File: src/rtl/cfgctl_pkg.sv
package cfgctl_pkg;
  localparam int BUS_W = 32;

  localparam logic [7:0] OFS_STATUS = 8'h00;
  localparam logic [7:0] OFS_CTRL   = 8'h04;
  localparam logic [7:0] OFS_DCNT   = 8'h08;
  localparam logic [7:0] OFS_DSTAT  = 8'h0C;

  typedef enum logic [2:0] {
    PH_POWERUP = 3'd0,
    PH_RESET   = 3'd1,
    PH_CONFIG  = 3'd2,
    PH_INIT    = 3'd3,
    PH_USER    = 3'd4,
    PH_UNKNOWN = 3'd5
  } phase_e;

  typedef struct packed {
    logic       width32;
    logic       data_en;
    logic [1:0] ratio;
    logic       cfg_pull;
    logic       nce;
    logic       enable;
  } ctrl_t;

  function automatic ctrl_t ctrl_unpack(input logic [9:0] w);
    ctrl_t c;
    c.enable   = w[0];
    c.nce      = w[1];
    c.cfg_pull = w[2];
    c.ratio    = w[7:6];
    c.data_en  = w[8];
    c.width32  = w[9];
    return c;
  endfunction

  function automatic logic [BUS_W-1:0] ctrl_pack(input ctrl_t c);
    return {22'b0, c.width32, c.data_en, c.ratio, 3'b000, c.cfg_pull, c.nce, c.enable};
  endfunction

  function automatic logic [BUS_W-1:0] status_pack(input logic [2:0] ph, input logic [4:0] ms);
    return {24'b0, ms, ph};
  endfunction
endpackage

File: src/rtl/cfgctl_ctrl_reg.sv
module cfgctl_ctrl_reg
  import cfgctl_pkg::*;
(
  input  logic       clk,
  input  logic       rst_n,
  input  logic       wr_en,
  input  logic [9:0] wr_bits,
  output ctrl_t      ctrl_q
);
  always_ff @(posedge clk) begin
    if (!rst_n)     ctrl_q <= '0;
    else if (wr_en) ctrl_q <= ctrl_unpack(wr_bits);
  end
endmodule

File: src/rtl/cfgctl_dclk_gen.sv
module cfgctl_dclk_gen #(
  parameter int CNT_W = 16
) (
  input  logic             clk,
  input  logic             rst_n,
  input  logic             load,
  input  logic [CNT_W-1:0] load_val,
  input  logic             clr_req,
  output logic             dclk,
  output logic             done,
  output logic             busy,
  output logic             done_set
);
  localparam logic [CNT_W-1:0] ONE = CNT_W'(1);

  logic [CNT_W-1:0] remain;
  logic             last_fall;

  assign last_fall = busy && dclk && (remain == ONE);
  assign done_set  = load ? (load_val == '0) : last_fall;

  always_ff @(posedge clk) begin
    if (!rst_n) begin
      remain <= '0;
      busy   <= 1'b0;
      dclk   <= 1'b0;
    end else if (load) begin
      remain <= load_val;
      busy   <= (load_val != '0);
      dclk   <= 1'b0;
    end else if (busy) begin
      if (dclk) begin
        dclk   <= 1'b0;
        remain <= remain - ONE;
        if (remain == ONE) busy <= 1'b0;
      end else begin
        dclk <= 1'b1;
      end
    end
  end

  always_ff @(posedge clk) begin
    if (!rst_n)        done <= 1'b0;
    else if (done_set) done <= 1'b1;
    else if (clr_req)  done <= 1'b0;
  end
endmodule

File: src/rtl/cfgctl_regs.sv
module cfgctl_regs
  import cfgctl_pkg::*;
#(
  parameter int ADDR_W = 8,
  parameter int CNT_W  = 16
) (
  input  logic              clk,
  input  logic              rst_n,
  input  logic [ADDR_W-1:0] bus_addr,
  input  logic              bus_we,
  input  logic [31:0]       bus_wdata,
  output logic [31:0]       bus_rdata,
  input  logic [2:0]        phase_in,
  input  logic [4:0]        msel_in,
  output logic              ctl_enable,
  output logic              ctl_nce,
  output logic              ctl_cfg_pull,
  output logic [1:0]        ctl_ratio,
  output logic              ctl_data_en,
  output logic              ctl_width32,
  output logic              dclk_out
);
  localparam logic [ADDR_W-1:0] A_STATUS = ADDR_W'(OFS_STATUS);
  localparam logic [ADDR_W-1:0] A_CTRL   = ADDR_W'(OFS_CTRL);
  localparam logic [ADDR_W-1:0] A_DCNT   = ADDR_W'(OFS_DCNT);
  localparam logic [ADDR_W-1:0] A_DSTAT  = ADDR_W'(OFS_DSTAT);

  logic  hit_ctrl, hit_dcnt, hit_dstat;
  ctrl_t ctrl_q;
  logic  dclk_done, dclk_busy, done_set;

  assign hit_ctrl  = bus_addr == A_CTRL;
  assign hit_dcnt  = bus_addr == A_DCNT;
  assign hit_dstat = bus_addr == A_DSTAT;

  cfgctl_ctrl_reg u_ctrl (
    .clk     (clk),
    .rst_n   (rst_n),
    .wr_en   (bus_we && hit_ctrl),
    .wr_bits (bus_wdata[9:0]),
    .ctrl_q  (ctrl_q)
  );

  cfgctl_dclk_gen #(.CNT_W(CNT_W)) u_dclk (
    .clk      (clk),
    .rst_n    (rst_n),
    .load     (bus_we && hit_dcnt),
    .load_val (bus_wdata[CNT_W-1:0]),
    .clr_req  (bus_we && hit_dstat && bus_wdata[0]),
    .dclk     (dclk_out),
    .done     (dclk_done),
    .busy     (dclk_busy),
    .done_set (done_set)
  );

  assign ctl_enable   = ctrl_q.enable;
  assign ctl_nce      = ctrl_q.nce;
  assign ctl_cfg_pull = ctrl_q.cfg_pull;
  assign ctl_ratio    = ctrl_q.ratio;
  assign ctl_data_en  = ctrl_q.data_en;
  assign ctl_width32  = ctrl_q.width32;

  always_comb begin
    bus_rdata = '0;
    if (bus_addr == A_STATUS) bus_rdata = status_pack(phase_in, msel_in);
    else if (hit_ctrl)        bus_rdata = ctrl_pack(ctrl_q);
    else if (hit_dstat)       bus_rdata = {31'b0, dclk_done};
  end
endmodule

File: config.mk
export PLATFORM = sky130hd
export DESIGN_NAME = cfgctl_regs
export DESIGN_NICKNAME = d
export VERILOG_FILES = /design/src/rtl/cfgctl_pkg.sv /design/src/rtl/cfgctl_ctrl_reg.sv /design/src/rtl/cfgctl_dclk_gen.sv /design/src/rtl/cfgctl_regs.sv
export SDC_FILE = /design/constraint.sdc
export NUM_CORES = 1
export LEC_CHECK = 0
export BUFFER_PORTS_ARGS = -buffer_cell sky130_fd_sc_hd__buf_2
export CELL_PAD_IN_SITES_DETAIL_PLACEMENT = 1
export CELL_PAD_IN_SITES_GLOBAL_PLACEMENT = 2
export CORE_MARGIN = 5
export CORE_UTILIZATION = 25
export CTS_CLUSTER_DIAMETER = 40
export CTS_CLUSTER_SIZE = 25
export DETAILED_ROUTE_END_ITERATION = 12
export GPL_TIMING_DRIVEN = 0
export PLACE_DENSITY_LB_ADDON = 0.1
export SLEW_MARGIN = 5
export SYNTH_ARGS = -nofsm -noshare
export SYNTH_HDL_FRONTEND = slang
export SYNTH_SLANG_ARGS = --single-unit
export TNS_END_PERCENT = 10
File: constraint.sdc
create_clock -name clk -period 4.95 [get_ports clk]
set_clock_uncertainty 0.2 [all_clocks]
set_input_delay 0 -clock clk [delete_from_list [all_inputs] [get_ports clk]]
set_output_delay 0 -clock clk [all_outputs]
set_load 0.02 [all_outputs]
; After elaboration in Yosys (flattened, before gate mapping)
; Index checks and enable logic that the tools add are counted.
[word_totals]
word_cells = 44
register_bits = 26
output_inout_bits = 40
inputBits = 51
[classes]
n_eq_ne = 4
add_sub_neg = 1
mux = 14
bitwise = 1
reduce_logical = 14
[op_table]
columns = cell, count
row1 = two-way mux 16 bit, 3
row2 = two-way mux 10 bit, 2
row3 = "equality test 16 x 1 -> 1 bit, second input constant", 1
row4 = "equality test 8 x 4 -> 1 bit, second input constant", 2
row5 = logical NOT 16 bit, 1
row6 = nonzero test 16 bit, 1
row7 = "subtractor 16 x 1 -> 16 bit, second input constant", 1
row8 = two-way mux 1 bit, 9
row9 = "equality test 8 x 3 -> 1 bit, second input constant", 1
row10 = logical NOT 8 bit, 1
row11 = logical AND 1 bit, 6
row12 = nonzero test 2 bit, 3
row13 = AND reduction 2 bit, 1
row14 = OR reduction 2 bit, 1
row15 = NOT 1 bit, 1

; Depth between registers and ports, before layout
; Gate-level depths: netlist (run 1).
[depth]
word_depth = 5
depth_mapped = 7
ltp_nobuf = 7

; By module
; A second synthesis (run 1) with hierarchy kept.
[unflattened]
cells_unflattened = 203
area_unflattened_um2 = 1759.2
[by_module_without_submodules]
columns = mod, area_each_um2, seq_area_each_um2, instances, cells_each
row1 = cfgctl_dclk_gen, 1074.8, 380.4, 1, 129
row2 = cfgctl_regs, 419.2, 0.0, 1, 52
row3 = cfgctl_ctrl_reg, 265.3, 140.1, 1, 22

; Worst setup path before layout (run 1)
; OpenSTA, ideal clock, no wires.
[synth_path]
kind = flip-flop to flip-flop
startpoint = register u_dclk.remain[2]
endpoint = register u_dclk.remain[12]
path_stages_with_launch = 6
synth_period_minus_slack_ps = 1981
arrival_ps = 1649
required_time_ps = 4618
setup_slack_ps = 2969
n_path_buf = 0
setup_ps = 132
cell_sequence = dfxtp_1 -> or4_4 -> or3_4 -> nor4_4 -> xnor2_1 -> a21oi_1
[synth_via]
elab_chain_len = 4
[synth_rtl]
columns = item, line_no
row1 = from (decl), cfgctl_dclk_gen.sv:16  ; logic [CNT_W-1:0] remain;
row2 = from (signal assigned), cfgctl_dclk_gen.sv:28  ; remain <= load_val;
row3 = from (signal assigned), cfgctl_dclk_gen.sv:34  ; remain <= remain - ONE;
row4 = subtractor 16 x 1 -> 16 bit, cfgctl_dclk_gen.sv:34
row5 = two-way mux 16 bit, cfgctl_dclk_gen.sv:32  ; if (dclk) begin
row6 = two-way mux 16 bit, cfgctl_dclk_gen.sv:31  ; end else if (busy) begin
row7 = two-way mux 16 bit, cfgctl_dclk_gen.sv:27  ; end else if (load) begin
; No other way between the ends. The select of a mux whose other input is x is not followed.
; A chain may end at the register's enable or synchronous reset.

; Final worst setup path (run 1)
[layout_path]
startpoint = register u_dclk.remain[2]
endpoint = register u_dclk.remain[11]
; The elaborated chain is that of the path after synthesis.

==> key figures, run 1 <==
Run status
  • Status: complete, no violations

Cells and area
  • Share of layout cells above drive strength 1: 29.2%
  • Area occupied by multi-input gates: 971 um2
  • FF/Latch Area: 520 um2
  • Synth-to-Final Area Change: 43.6%
  • FILL cells: ~800
  • Nets: around 340

Synth
  • Seq/Total Area, Yosys: about a third
  • FF+latch count, synth: 26
  • Post-synth EDFFs: 0
  • Synth unique cells: 37
  • Top FF cell, synth: dfxtp_1
  • Cell Area, Synth: between 1500 and 2000 um2
  • Mapped Cells: between 150 and 200
  • Synth Warn #: 0
  • FFs w/ async S/R, synth: 0%
  • Mean Syn Cell Area: 8.41 um2

Power and ir drop
  • Peak VDD IR: about 0.17 mV
  • Internal: roughly 0.00035 W
  • Switching share of power: approximately a quarter
  • P_sw: around 0.00011 W
  • Comb pwr share: approximately 16%
  • Reg power frac: a little under half
  • Clk network pwr share: approximately two fifths
  • LEAKAGE: about 1.1 nW
  • PD cells: ~200 nW/um2

Timing
  • Achievable clock frequency: about 470 MHz
  • Slew @ Worst Pin: 0.511 ns
  • Count of final hold-check violations: 0
  • Final setup viols: 0
  • RSZ-0062 raised after global routing: no
  • Final period util: roughly 43%
  • Hold slack: slightly below 0.05 ns
  • Tmin final: 2.12 ns
  • Rel. slew slack: 65.9%
  • Slew Viols, Final: 0
  • Setup tns final: 0 ns

Min path
  • Hold Crit Class: input pin to flip-flop
  • Hold_sp: bus_we
  • Hold depth: 5
  • Worst hold path endpoint: u_dclk.done

Route
  • Routed Antenna Nets: 0
  • Via-to-Cell Ratio: roughly 4.3
  • Routed len/inst: 13.3 um
  • DRC Markers: 0
  • DR vias: 1,585
  • Routed wire length: 4860 um
  • Pre-antenna DRT Iters: 6
  • Starting DRT DRC Count: 24

Floorplan
  • I/O Pins: 91
  • Initial Utilization: approximately a quarter
  • Row count: 29
  • Die span in y: between 90 and 100 um
  • Die width: around 90 um
  • Core area: approximately 6300 um2
  • Die ar.: approximately 8200 um2

Worst setup path
  • R2R Path End: u_dclk.remain[11]
  • Max FO, Critical Path: 6
  • Crit-path max cell delay: approximately 0.59 ns
  • R2r startpoint: u_dclk.remain[2]
  • Critical path's slowest cell: or4_4
  • R2r setup slk: about 2.8 ns
  • Worst EP arrival: about 2.1 ns
  • Startpoint types: flip-flop
  • Crit-path cells: or4_4, nor4_1, nor2b_1, xnor2_1, a21oi_1
  • CP required: roughly 4.9 ns
  • Worst r2r path cells: 5
  • Critical path type: flip-flop to flip-flop
  • CP delay by family, top: simple AND/OR/NAND/NOR gates
  • Setup crit end kind: flip-flop
  • Critical path buffers and inverters: 0

Global routing
  • Grt total ovfl: 0
  • Busiest grt layer: met2
  • Met3 Resource Use GR: 3.50%
  • First-pass GRT wire length: around 8000 um
  • Met1 Resource Use GR: 14.5%
  • GRT Util Overall: about an eighth
  • Vias in the first global route: between 1,500 and 2,000
  • Initial antenna violation count: 0
  • Pin count of the biggest net entering global routing: 16
  • GRT met2 Usage: approximately a fifth

Clocking
  • Clock latency on the worst-skew pair: roughly 0.28 ns
  • Max Root-Sink Buffers: 2
  • CTS buffer count: 3
  • Htree depth: 1
  • Setup bufs post-CTS: 0
  • Post-CTS Resized: 0
  • CTS tree: done
  • Hold Buf Count CTS: 20
  • Clk sinks: 26
  • Root Driver: clkbuf_8
  • Worst-path clk slew: approximately 0.1 ns

Placed design
  • Input/output buffers: between 50 and 60
  • Post-DP HPWL: just under 4000 um
  • Placer Congestion: 0.675

Flow run
  • Total of max-cap violations: 0
-- logic make-up (layout without fill, tap and decap cells) --
kind of cell,after synthesis,in the layout,share of synthesized area [%]
mux,13,13,8.13
other cells,1,23,0.232
simple gates,72,72,25.6
buf+inv,32,107,12.5
xor+xnor,14,14,7.59
fa+ha+maj,2,2,1.55
compound gates,32,32,12.1
flops,26,26,32.2
-- routing by layer --
metal	up-vias	wire (um)
met3	4	238
met4	0	40
met1	725	2180
li1	818	-
met2	38	2400
met5	-	0
-- cell usage in the layout, fill, tap and decap left out, types with 9 or more instances in the layout --
cell           count
dlygate4sd3_1     20
conb_1            22
nand2_1           13
dfxtp_1           26
mux2i_1           12
nor2b_1           10
xnor2_1            9
o21ai_0           14
a21oi_1            9
buf_2             51
nor2_1            13
buf_4             22
-- worst max path at each step --
stage / slack, ns / startpoint / endpoint / cells past startpoint
global route: 2.69 / u_dclk.remain[2] / u_dclk.remain[11] / 5
detailed placement: 2.81 / u_dclk.remain[2] / u_dclk.remain[11] / 5
CTS: 2.81 / u_dclk.remain[2] / u_dclk.remain[11] / 5
finish: 2.83 / u_dclk.remain[2] / u_dclk.remain[11] / 5
floorplan: 2.97 / u_dclk.remain[2] / u_dclk.remain[12] / 5
global placement: 2.83 / u_dclk.remain[2] / u_dclk.remain[11] / 5
-- synthesized netlist by cell type, types with 2 or more instances --
library cell	n	share of area [%]
nand2_1	13	3.0
clkbuf_1	8	1.9
nor4_1	7	2.7
o211a_1	5	3.1
nor2b_1	10	3.9
and3_1	3	1.2
or3_1	2	0.77
nor3_1	4	1.2
nor2_1	13	3.0
a21oi_1	9	2.8
nor3b_1	3	1.4
buf_4	22	10
nand3_1	4	1.2
nand4_1	3	1.2
o21ai_0	14	4.3
ha_1	2	1.5
xor2_1	5	2.7
xnor2_1	9	4.9
dfxtp_1	26	32
inv_1	2	0.46
mux2i_1	12	7.4
-- flip-flops by register name (all words and copies together), names as in the netlist --
name           flops
u_ctrl.ctrl_q      7
u_dclk.busy        1
u_dclk.dclk        1
u_dclk.done        1
u_dclk.remain     16
-- power by group through the flow --
stage	Clock, W	Combinational, W	Sequential (W)
finish	0.000181	0.0000722	0.000210
global route	0.000194	0.0000794	0.000210
CTS	0.000188	0.0000712	0.000210
detailed placement	0	0.0000608	0.000215
global placement	0	0.0000607	0.000215
floorplan	0	0.0000399	0.000215
-- metrics by stage --
step	cell area [um2]	setup slack [ns]	util [%]	power, W	cells
after floorplan	1690	2.97	-	0.000255	213
after global placement	2050	2.83	32.4	0.000275	341
after detailed placement	2050	2.81	32.4	0.000275	341
after CTS	2320	2.81	36.7	0.000469	365
after global routing	2320	2.69	36.7	0.000484	365
final	2320	2.83	36.7	0.000463	366
-- worst reg2reg max path, cell delays in order, from the launching register on --
cell and delay, ns:
dfxtp_1 0.37, or4_4 0.59, nor4_1 0.42, nor2b_1 0.21, xnor2_1 0.13, a21oi_1 0.08
-- cell type report --
type | count | share of cell area [%]
clock inverter | 1 | 1.29
buffer | 30 | 8.41
antenna | 1 | 0.108
timing repair buffer | 71 | 19.6
sequential | 26 | 22.4
tap | 77 | 4.15
multi-input combinational | 155 | 41.9
clock buffer | 3 | 1.78
inverter | 2 | 0.324
Power figures use the tool's default switching activity.
==> inputs of run 2 (changes only) <==
ABC_AREA = 1   (was unset)
CORE_UTILIZATION = 20   (was 25)
clock period = 1.7 ns   (was 4.95 ns; I/O delays follow)
==> run 2 against run 1 <==
Clock power up 140%; sequential share of layout area down 4.1 points; setup slack worse by 2.7 ns; final cell count up 57%; sequential power rose to 2.9 times the previous value; die area up 50%; flip-flop and latch count unchanged; combinational power rose to 3.3 times the previous value; utilization down 7.8 points; critical path depth up 1; largest cell class unchanged.
==> key figures, run 2 <==
Cells and area
  • Post-route cell area: 2840 um2 (was 2320 um2)
  • Most common cell after layout, fill and taps aside: nand2_1 (was buf_2)
  • Nets: 495 (was 342)
  • FILL cells: 1,329 (was 795)
  • Largest Register: u_dclk.remain (unchanged)
  • Largest register FFs: 16 (unchanged)
  • Synth-to-Final Area Change: 40.2% (was 43.6%)
  • N_diodes: 0 (was 1)
  • Share of layout cells above drive strength 1: 24.9% (was 29.2%)
  • Most frequent cells in the layout: 86 x nand2_1, 53 x nor2_1, 53 x buf_2 (was 51 x buf_2, 26 x dfxtp_1, 22 x buf_4, 22 x conb_1, 20 x dlygate4sd3_1)
  • Top Registers: u_dclk.remain: 16 flops, u_ctrl.ctrl_q: 7 flops (unchanged)
  • Final non-filler cell total: 574 (was 366)

Synth
  • Mapped Cells: 344 (was 192)
  • Seq/Total Area, Yosys: 25.7% (was 32.2%)
  • Synth Warn #: 0 (unchanged)
  • Top-count cell post-synth: nand2_1 (was dfxtp_1)
  • Cell Area, Synth: 2020 um2 (was 1620 um2)
  • Post-synth EDFFs: 0 (unchanged)
  • Synth unique cells: 27 (was 37)
  • Mean Syn Cell Area: 5.89 um2 (was 8.41 um2)
  • Top cells by count, synth: 89 x nand2_1, 55 x nor2_1, 37 x inv_1 (was 26 x dfxtp_1, 22 x buf_4, 14 x o21ai_0)
  • FF+latch count, synth: 26 (unchanged)
  • Top FF cell, synth: dfxtp_1 (unchanged)
  • Synth top area share: 25.7% (was 32.2%)
  • Synth area leader: dfxtp_1 (unchanged)
  • FFs w/ async S/R, synth: 0% (unchanged)
  • Area contributors post-synth: dfxtp_1 26%, nand2_1 17%, nor2_1 10%, buf_4 8.9%, nand3_1 8.2% (was dfxtp_1 32%, buf_4 10%, mux2i_1 7.4%, xnor2_1 4.9%, o21ai_0 4.3%)

Clocking
  • Clock latency on the worst-skew pair: 0.28 ns (about the same)
  • CTS tree: done (unchanged)
  • Htree depth: 1 (unchanged)
  • Root Driver: clkbuf_8 (unchanged)
  • Clk sinks: 26 (unchanged)
  • Setup bufs post-CTS: 0 (unchanged)
  • CTS buffer count: 3 (unchanged)
  • Max Root-Sink Buffers: 2 (unchanged)
  • Worst-path clk slew: 0.10 ns (about the same)

Route
  • Routed wire length: 7740 um (was 4860 um)
  • DR vias: 2,336 (was 1,585)
  • DRC Markers: 0 (unchanged)
  • Starting DRT DRC Count: 54 (was 24)
  • Routed Antenna Nets: 0 (unchanged)
  • Routed len/inst: 13.5 um (was 13.3 um)
  • Pre-antenna DRT Iters: 4 (was 6)
  • Via-to-Cell Ratio: 4.07 (was 4.33)

Placed design
  • Cell Area, Placed: 2530 um2 (was 2050 um2)
  • Post-DP HPWL: 6130 um (was 3860 um)
  • Input/output buffers: 52 (was 51)
  • Placer Congestion: 0.755 (was 0.675)
  • Inst Count DP: 550 (was 341)

Worst setup path
  • R2r setup slk: 0.14 ns (was 2.83 ns)
  • Crit-path cells: dlygate4sd3_1, buf_2, nand3_2, o21ai_1, dlygate4sd3_1, a21oi_1 (was or4_4, nor4_1, nor2b_1, xnor2_1, a21oi_1)
  • Startpoint types: input pin (was flip-flop)
  • Critical path type: input pin to flip-flop (was flip-flop to flip-flop)
  • Setup crit end kind: flip-flop (unchanged)
  • Max FO, Critical Path: 5 (was 6)
  • Critical path's slowest cell: dlygate4sd3_1 (was or4_4)
  • CP required: 1.68 ns (was 4.91 ns)
  • Crit-path most repeated cell: dlygate4sd3_1
  • Worst EP arrival: 1.57 ns (was 2.08 ns)
  • Crit-path max cell delay: 0.55 ns (was 0.59 ns)

Power and ir drop
  • Reg power frac: 47.5% (was 45.3%)
  • Peak VDD IR: 0.269 mV (was 0.168 mV)
  • P_sw: 0.000361 W (was 0.000109 W)
  • Comb pwr share: 18.4% (was 15.6%)
  • Clk network pwr share: 34.1% (was 39.0%)
  • Switching share of power: 28.0% (was 23.6%)
  • Internal: 0.000925 W (was 0.000354 W)
  • PD cells: 453 nW/um2 (was 199 nW/um2)
  • LEAKAGE: 1.51 nW (was 1.11 nW)

Timing
  • Slew Viols, Final: 0 (unchanged)
  • Rel. slew slack: 53.2% (was 65.9%)
  • Achievable clock frequency: 630 MHz
  • RSZ-0062 raised after global routing: yes (was no)
  • Final period util: 93.3%
  • Slew @ Worst Pin: 0.702 ns (was 0.511 ns)
  • Hold slack: 0.0116 ns (was 0.0484 ns)
  • Count of final hold-check violations: 0 (unchanged)
  • Final setup viols: 0 (unchanged)
  • Tmin final: 1.59 ns

Floorplan
  • Core area: 9820 um2 (was 6310 um2)
  • I/O Pins: 91 (unchanged)
  • Die ar.: 12,200 um2 (was 8170 um2)
  • Initial Utilization: 20.6% (was 25.6%)
  • Die span in y: 111 um (was 90.4 um)
  • Die width: 111 um (was 90.4 um)
  • Row count: 36 (was 29)

Run status
  • Status: complete, no violations (unchanged)

Global routing
  • First-pass GRT wire length: 13,100 um (was 8140 um)
  • Grt total ovfl: 0 (unchanged)
  • Initial antenna violation count: 0 (unchanged)
  • GRT Util Overall: 13.1% (was 11.9%)
  • Pin count of the biggest net entering global routing: 15 (was 16)
  • Vias in the first global route: 2,524 (was 1,678)

Min path
  • Hold Crit Class: input pin to flip-flop (unchanged)

Flow run
  • Total of max-cap violations: 0 (unchanged)
-- run 2: changes by cell type in the layout (fill, tap and decap cells not counted), sizes merged, moves of 6 or more --
| cell | previous run | this run |
|---|---|---|
| xnor2 | 9 | 0 |
| buf | 73 | 80 |
| nor2 | 14 | 60 |
| mux2i | 12 | 0 |
| nand3 | 4 | 35 |
| nor4 | 8 | 0 |
| nand2 | 13 | 91 |
| inv | 2 | 45 |
| nor2b | 10 | 0 |
| a21oi | 9 | 17 |
| clkbuf | 11 | 5 |
-- run 2: path summary, 6_finish.rpt --
check / startpoint / endpoint / depth (start not counted)
hold reg to reg: u_ctrl.ctrl_q[4] / u_ctrl.ctrl_q[4] / 2
setup / recovery: bus_we / u_ctrl.ctrl_q[5] / 6
setup reg to reg: u_dclk.remain[4] / u_dclk.done / 7
hold / removal: bus_addr[2] / u_dclk.dclk / 5
-- run 2: metrics by stage --
step                      total power [W]  utilization (%)  TNS (ns)  setup slack, ns
final                             0.00129             28.9         0            0.114
after detailed placement         0.000821             25.8    -0.917           -0.148
after floorplan                  0.000749                -         0            0.240
after CTS                         0.00131             28.5         0           0.0191
after global placement           0.000821             25.8     -1.06           -0.166
after global routing              0.00135             28.9   -0.0333          -0.0136
-- run 2: logic make-up after synthesis --
kind of cell	share of synthesized area, %
simple gates	42.8
buf+inv	19.5
compound gates	9.64
flops	25.7
xor+xnor	0.865
fa+ha+maj	1.24
other cells	0.185
-- run 2: what timing repair did --
action / CTS / global route
hold buffers: 20 / 0
setup endpoints to repair: 12 / 10
resized for setup: 5 / 11
endpoints found under the hold margin: 24 / 0
pin swaps: 0 / 1
-- run 2: critical path: cells and delay by family --
| family | cells | cell delay [ns] |
|---|---|---|
| buffers and inverters | 3 | 1.24 |
| AOI/OAI and AO/OA | 2 | 0.18 |
| and+or+nand+nor | 1 | 0.14 |
-- run 2: final cells by class --
type	count	area, um2	share of cell area [%]
buffer	29	219	7.71
clock buffer	4	55.1	1.94
inverter	48	183	6.43
multi-input combinational	262	1230	43.5
sequential	26	520	18.3
tap	133	166	5.86
timing repair buffer	72	460	16.2
-- run 2: layer usage --
metal  wire length [um]  vias to the layer above  share of wire [%]  GRT usage (%)
li1                   -                     1227                  -              -
met1               3800                     1073                 49           17.2
met2               3660                       34                 47           22.7
met3                235                        2                3.0           1.97
met4                 46                        0               0.59           2.46
met5                  0                        -                  0              0
-- run 2: power groups by stage --
stage,registers [W],clock network [W],logic [W]
6_report,0.000611,0.000438,0.000237
5_1_grt,0.000611,0.000476,0.000262
4_1_cts,0.000611,0.000464,0.000234
3_5_place_dp,0.000625,0,0.000197
3_3_place_gp,0.000625,0,0.000196
2_1_floorplan,0.000625,0,0.000124
==> inputs of run 3 (changes only) <==
--- a/config.mk
+++ b/config.mk
@@ -10,6 +10,7 @@
 export CELL_PAD_IN_SITES_DETAIL_PLACEMENT = 1
 export CELL_PAD_IN_SITES_GLOBAL_PLACEMENT = 2
+export CORE_ASPECT_RATIO = 2
 export CORE_MARGIN = 5
-export CORE_UTILIZATION = 20
+export CORE_UTILIZATION = 23
 export CTS_CLUSTER_DIAMETER = 40
 export CTS_CLUSTER_SIZE = 25
==> constraint.sdc (replaced) <==
create_clock -name clk -period 1.48 [get_ports clk]
set_clock_uncertainty 0.2 [all_clocks]
set_input_delay 0 -clock clk [delete_from_list [all_inputs] [get_ports clk]]
set_output_delay 0 -clock clk [all_outputs]
set_load 0.005 [all_outputs]
==> run 3 against run 2 <==
The flow now finishes with violations (hold timing, setup timing); design area up 5.8%; clock power up 91%; combinational power fell by 3%; global-route usage up 1.9 points; via count grew 2.9%; non-clock buffer count rose by 5; final cell count shrank 4.9%; critical endpoint is now u_dclk.remain[14]; largest power group is now the clock network.
==> key figures, run 3 (synthesis results as in run 2) <==
Run status
  • Status: finished with violations (was complete, no violations)
  • Failing checks: hold timing, setup timing

Clocking
  • Htree depth: 1 (unchanged)
  • Worst-path clk slew: 0.08 ns (was 0.10 ns)
  • Clk sinks: 26 (unchanged)
  • Root Driver: clkbuf_16 (was clkbuf_8)
  • Max Root-Sink Buffers: 2 (unchanged)
  • Clock latency on the worst-skew pair: 0.27 ns (was 0.28 ns)
  • Hold Buf Count CTS: 19 (was 20)
  • CTS tree: done (unchanged)
  • CTS buffer count: 3 (unchanged)

Global routing
  • Initial antenna violation count: 0 (unchanged)
  • Met1 Resource Use GR: 13.3% (was 17.2%)
  • Vias in the first global route: 2,557 (was 2,524)
  • Pin count of the biggest net entering global routing: 16 (was 15)
  • GRT Util Overall: 15.0% (was 13.1%)
  • First-pass GRT wire length: 12,800 um (was 13,100 um)
  • GRT met2 Usage: 31.8% (was 22.7%)
  • Busiest grt layer: met2 (unchanged)
  • Grt total ovfl: 0 (unchanged)
  • Met3 Resource Use GR: 2.40% (was 1.97%)

Floorplan
  • Core area: 8650 um2 (was 9820 um2)
  • Row count: 48 (was 36)
  • Die width: 76.3 um (was 111 um)
  • Initial Utilization: 23.4% (was 20.6%)
  • Die span in y: 143 um (was 111 um)
  • Die ar.: 10,900 um2 (was 12,200 um2)
  • I/O Pins: 91 (unchanged)

Timing
  • RSZ-0062 raised after global routing: yes (unchanged)
  • Hold slack: -0.112 ns (was 0.0116 ns)
  • Slew @ Worst Pin: 0.764 ns (was 0.702 ns)
  • Count of final hold-check violations: 5 (was 0)
  • Fin worst setup slack: -0.0155 ns (was 0.114 ns)
  • Tmin final: roughly 1.5 ns
  • Setup tns final: -0.0170 ns (was 0 ns)
  • Achievable clock frequency: ~670 MHz
  • Final period util: 101%
  • Slew Viols, Final: 0 (unchanged)
  • Rel. slew slack: 49.0% (was 53.2%)
  • Final setup viols: 2 (was 0)

Worst setup path
  • Worst Setup EP: u_dclk.remain[14] (was u_ctrl.ctrl_q[5])
  • Max FO, Critical Path: 5 (unchanged)
  • R2r setup slk: -0.02 ns (was 0.14 ns)
  • Crit-path most repeated cell: nand2_1 (was dlygate4sd3_1)
  • Crit-path cells: inv_4, ha_4, nand2_8, nor2_4, nand2_1, nand2_1, nand2_1, nand2_1, a21oi_2 (was dlygate4sd3_1, buf_2, nand3_2, o21ai_1, dlygate4sd3_1, a21oi_1)
  • CP startpoint: u_dclk.remain[0] (was bus_we)
  • R2R Path End: u_dclk.remain[14] (was u_dclk.done)
  • Setup crit end kind: flip-flop (unchanged)
  • CP required: 1.42 ns (was 1.68 ns)
  • Critical path type: flip-flop to flip-flop (was input pin to flip-flop)
  • R2r startpoint: u_dclk.remain[0] (was u_dclk.remain[4])
  • Worst EP arrival: 1.43 ns (was 1.57 ns)
  • Crit-path max cell delay: 0.36 ns (was 0.55 ns)
  • Critical path's slowest cell: dfxtp_4 (was dlygate4sd3_1)
  • Worst r2r path cells: 9 (was 7)
  • Startpoint types: flip-flop (was input pin)

Power and ir drop
  • Switching share of power: 23.1% (was 28.0%)
  • Clk network pwr share: 47.5% (was 34.1%)
  • Comb pwr share: 13.1% (was 18.4%)
  • Reg power frac: 39.4% (was 47.5%)
  • P_sw: 0.000407 W (was 0.000361 W)
  • PD cells: 586 nW/um2 (was 453 nW/um2)
  • Total chip power: 0.00176 W (was 0.00129 W)
  • Peak VDD IR: 0.397 mV (was 0.269 mV)
  • LEAKAGE: 1.62 nW (was 1.51 nW)
  • Internal: 0.00135 W (was 0.000925 W)

Flow run
  • Total of max-cap violations: 0 (unchanged)

Route
  • Routed len/inst: 14.8 um (was 13.5 um)
  • DR vias: 2,403 (was 2,336)
  • Routed wire length: 8080 um (was 7740 um)
  • Routed Antenna Nets: 0 (unchanged)
  • Pre-antenna DRT Iters: 4 (unchanged)
  • Starting DRT DRC Count: 63 (was 54)
  • Via-to-Cell Ratio: 4.40 (was 4.07)
  • DRC Markers: 0 (unchanged)

Cells and area
  • Largest register FFs: 16 (unchanged)
  • Top Registers: u_dclk.remain: 16 flops, u_ctrl.ctrl_q: 7 flops (unchanged)
  • FF/Latch Area: 542 um2 (was 520 um2)
  • Largest Register: u_dclk.remain (unchanged)
  • FILL cells: 1,168 (was 1,329)
  • Most frequent cells in the layout: 85 x nand2_1, 53 x buf_2, 43 x nor2_1 (was 86 x nand2_1, 53 x nor2_1, 53 x buf_2)
  • Most common cell after layout, fill and taps aside: nand2_1 (unchanged)
  • Nets: 500 (was 495)
  • Area occupied by multi-input gates: 1330 um2 (was 1230 um2)
  • N_diodes: 0 (unchanged)
  • Synth-to-Final Area Change: 48.4% (was 40.2%)
  • Share of layout cells above drive strength 1: 32.1% (was 24.9%)

Placed design
  • Placer Congestion: 0.744 (was 0.755)
  • Post-DP HPWL: 6580 um (was 6130 um)
  • Input/output buffers: 52 (unchanged)

Min path
  • Hold Crit Class: input pin to flip-flop (unchanged)
run 3: worst max-delay path: cells and delay by family, from the launching register on:
kind                       cells  cell delay [ns]
AOI/OAI and AO/OA              1             0.05
adders and majority gates      1             0.17
buffers and inverters          1             0.08
DFF                            1             0.36
and+or+nand+nor                6             0.50
run 3: cell type report:
type                       instances  share of cell area (%)
buffer                            29                    7.16
clock buffer                       3                    2.50
clock inverter                     1                    1.00
inverter                          48                    6.16
multi-input combinational        262                    44.3
sequential                        26                    18.0
tap                              100                    4.16
timing repair buffer              77                    16.7
run 3: per-layer routing:
metal / part of all wire (%) / routed length [um]
met5: 0 / 0
met4: 2.4 / 195
met3: 3.9 / 317
met2: 60 / 4870
met1: 33 / 2700
run 3: what timing repair did:
| action | 4_1_cts | 5_1_grt |
|---|---|---|
| pin swaps | 10 | 11 |
| gates resized for setup | 32 | 24 |
| hold endpoints to repair | 24 | 3 |
| endpoints found under the setup margin | 17 | 18 |
| buffers inserted | 5 | 1 |
run 3: worst min-delay path by stage:
stage	slack [ns]	depth (start not counted)	to	startpoint
3_3_place_gp	0.08	4	bus_rdata[7]	msel_in[4]
3_5_place_dp	0.08	4	bus_rdata[2]	phase_in[2]
5_1_grt	-0.09	3	u_dclk.remain[10]	rst_n
2_1_floorplan	-0.13	2	bus_rdata[3]	msel_in[0]
4_1_cts	-0.11	3	u_dclk.remain[9]	rst_n
6_report	-0.11	3	u_dclk.remain[10]	rst_n
run 3: power by group through the flow:
stage	sequential, W	combinational (W)	clock, W
2_1_floorplan	0.000717	0.000104	0
3_3_place_gp	0.000717	0.000185	0
3_5_place_dp	0.000717	0.000187	0
4_1_cts	0.000699	0.000228	0.000868
5_1_grt	0.000694	0.000259	0.000884
6_report	0.000694	0.000231	0.000836
run 3: through the flow:
stage          instance area [um2]  instances  utilization [%]  hold WS, ns  setup slack (ns)
6_report                      3000        546             34.7       -0.112           -0.0155
5_1_grt                       3000        546             34.7      -0.0900            -0.110
4_1_cts                       2920        545             33.7       -0.106           -0.0210
3_5_place_dp                  2490        517             28.8       0.0776            -0.396
3_3_place_gp                  2490        517             28.8       0.0752            -0.399
2_1_floorplan                 2100        365                -       -0.129            0.0202
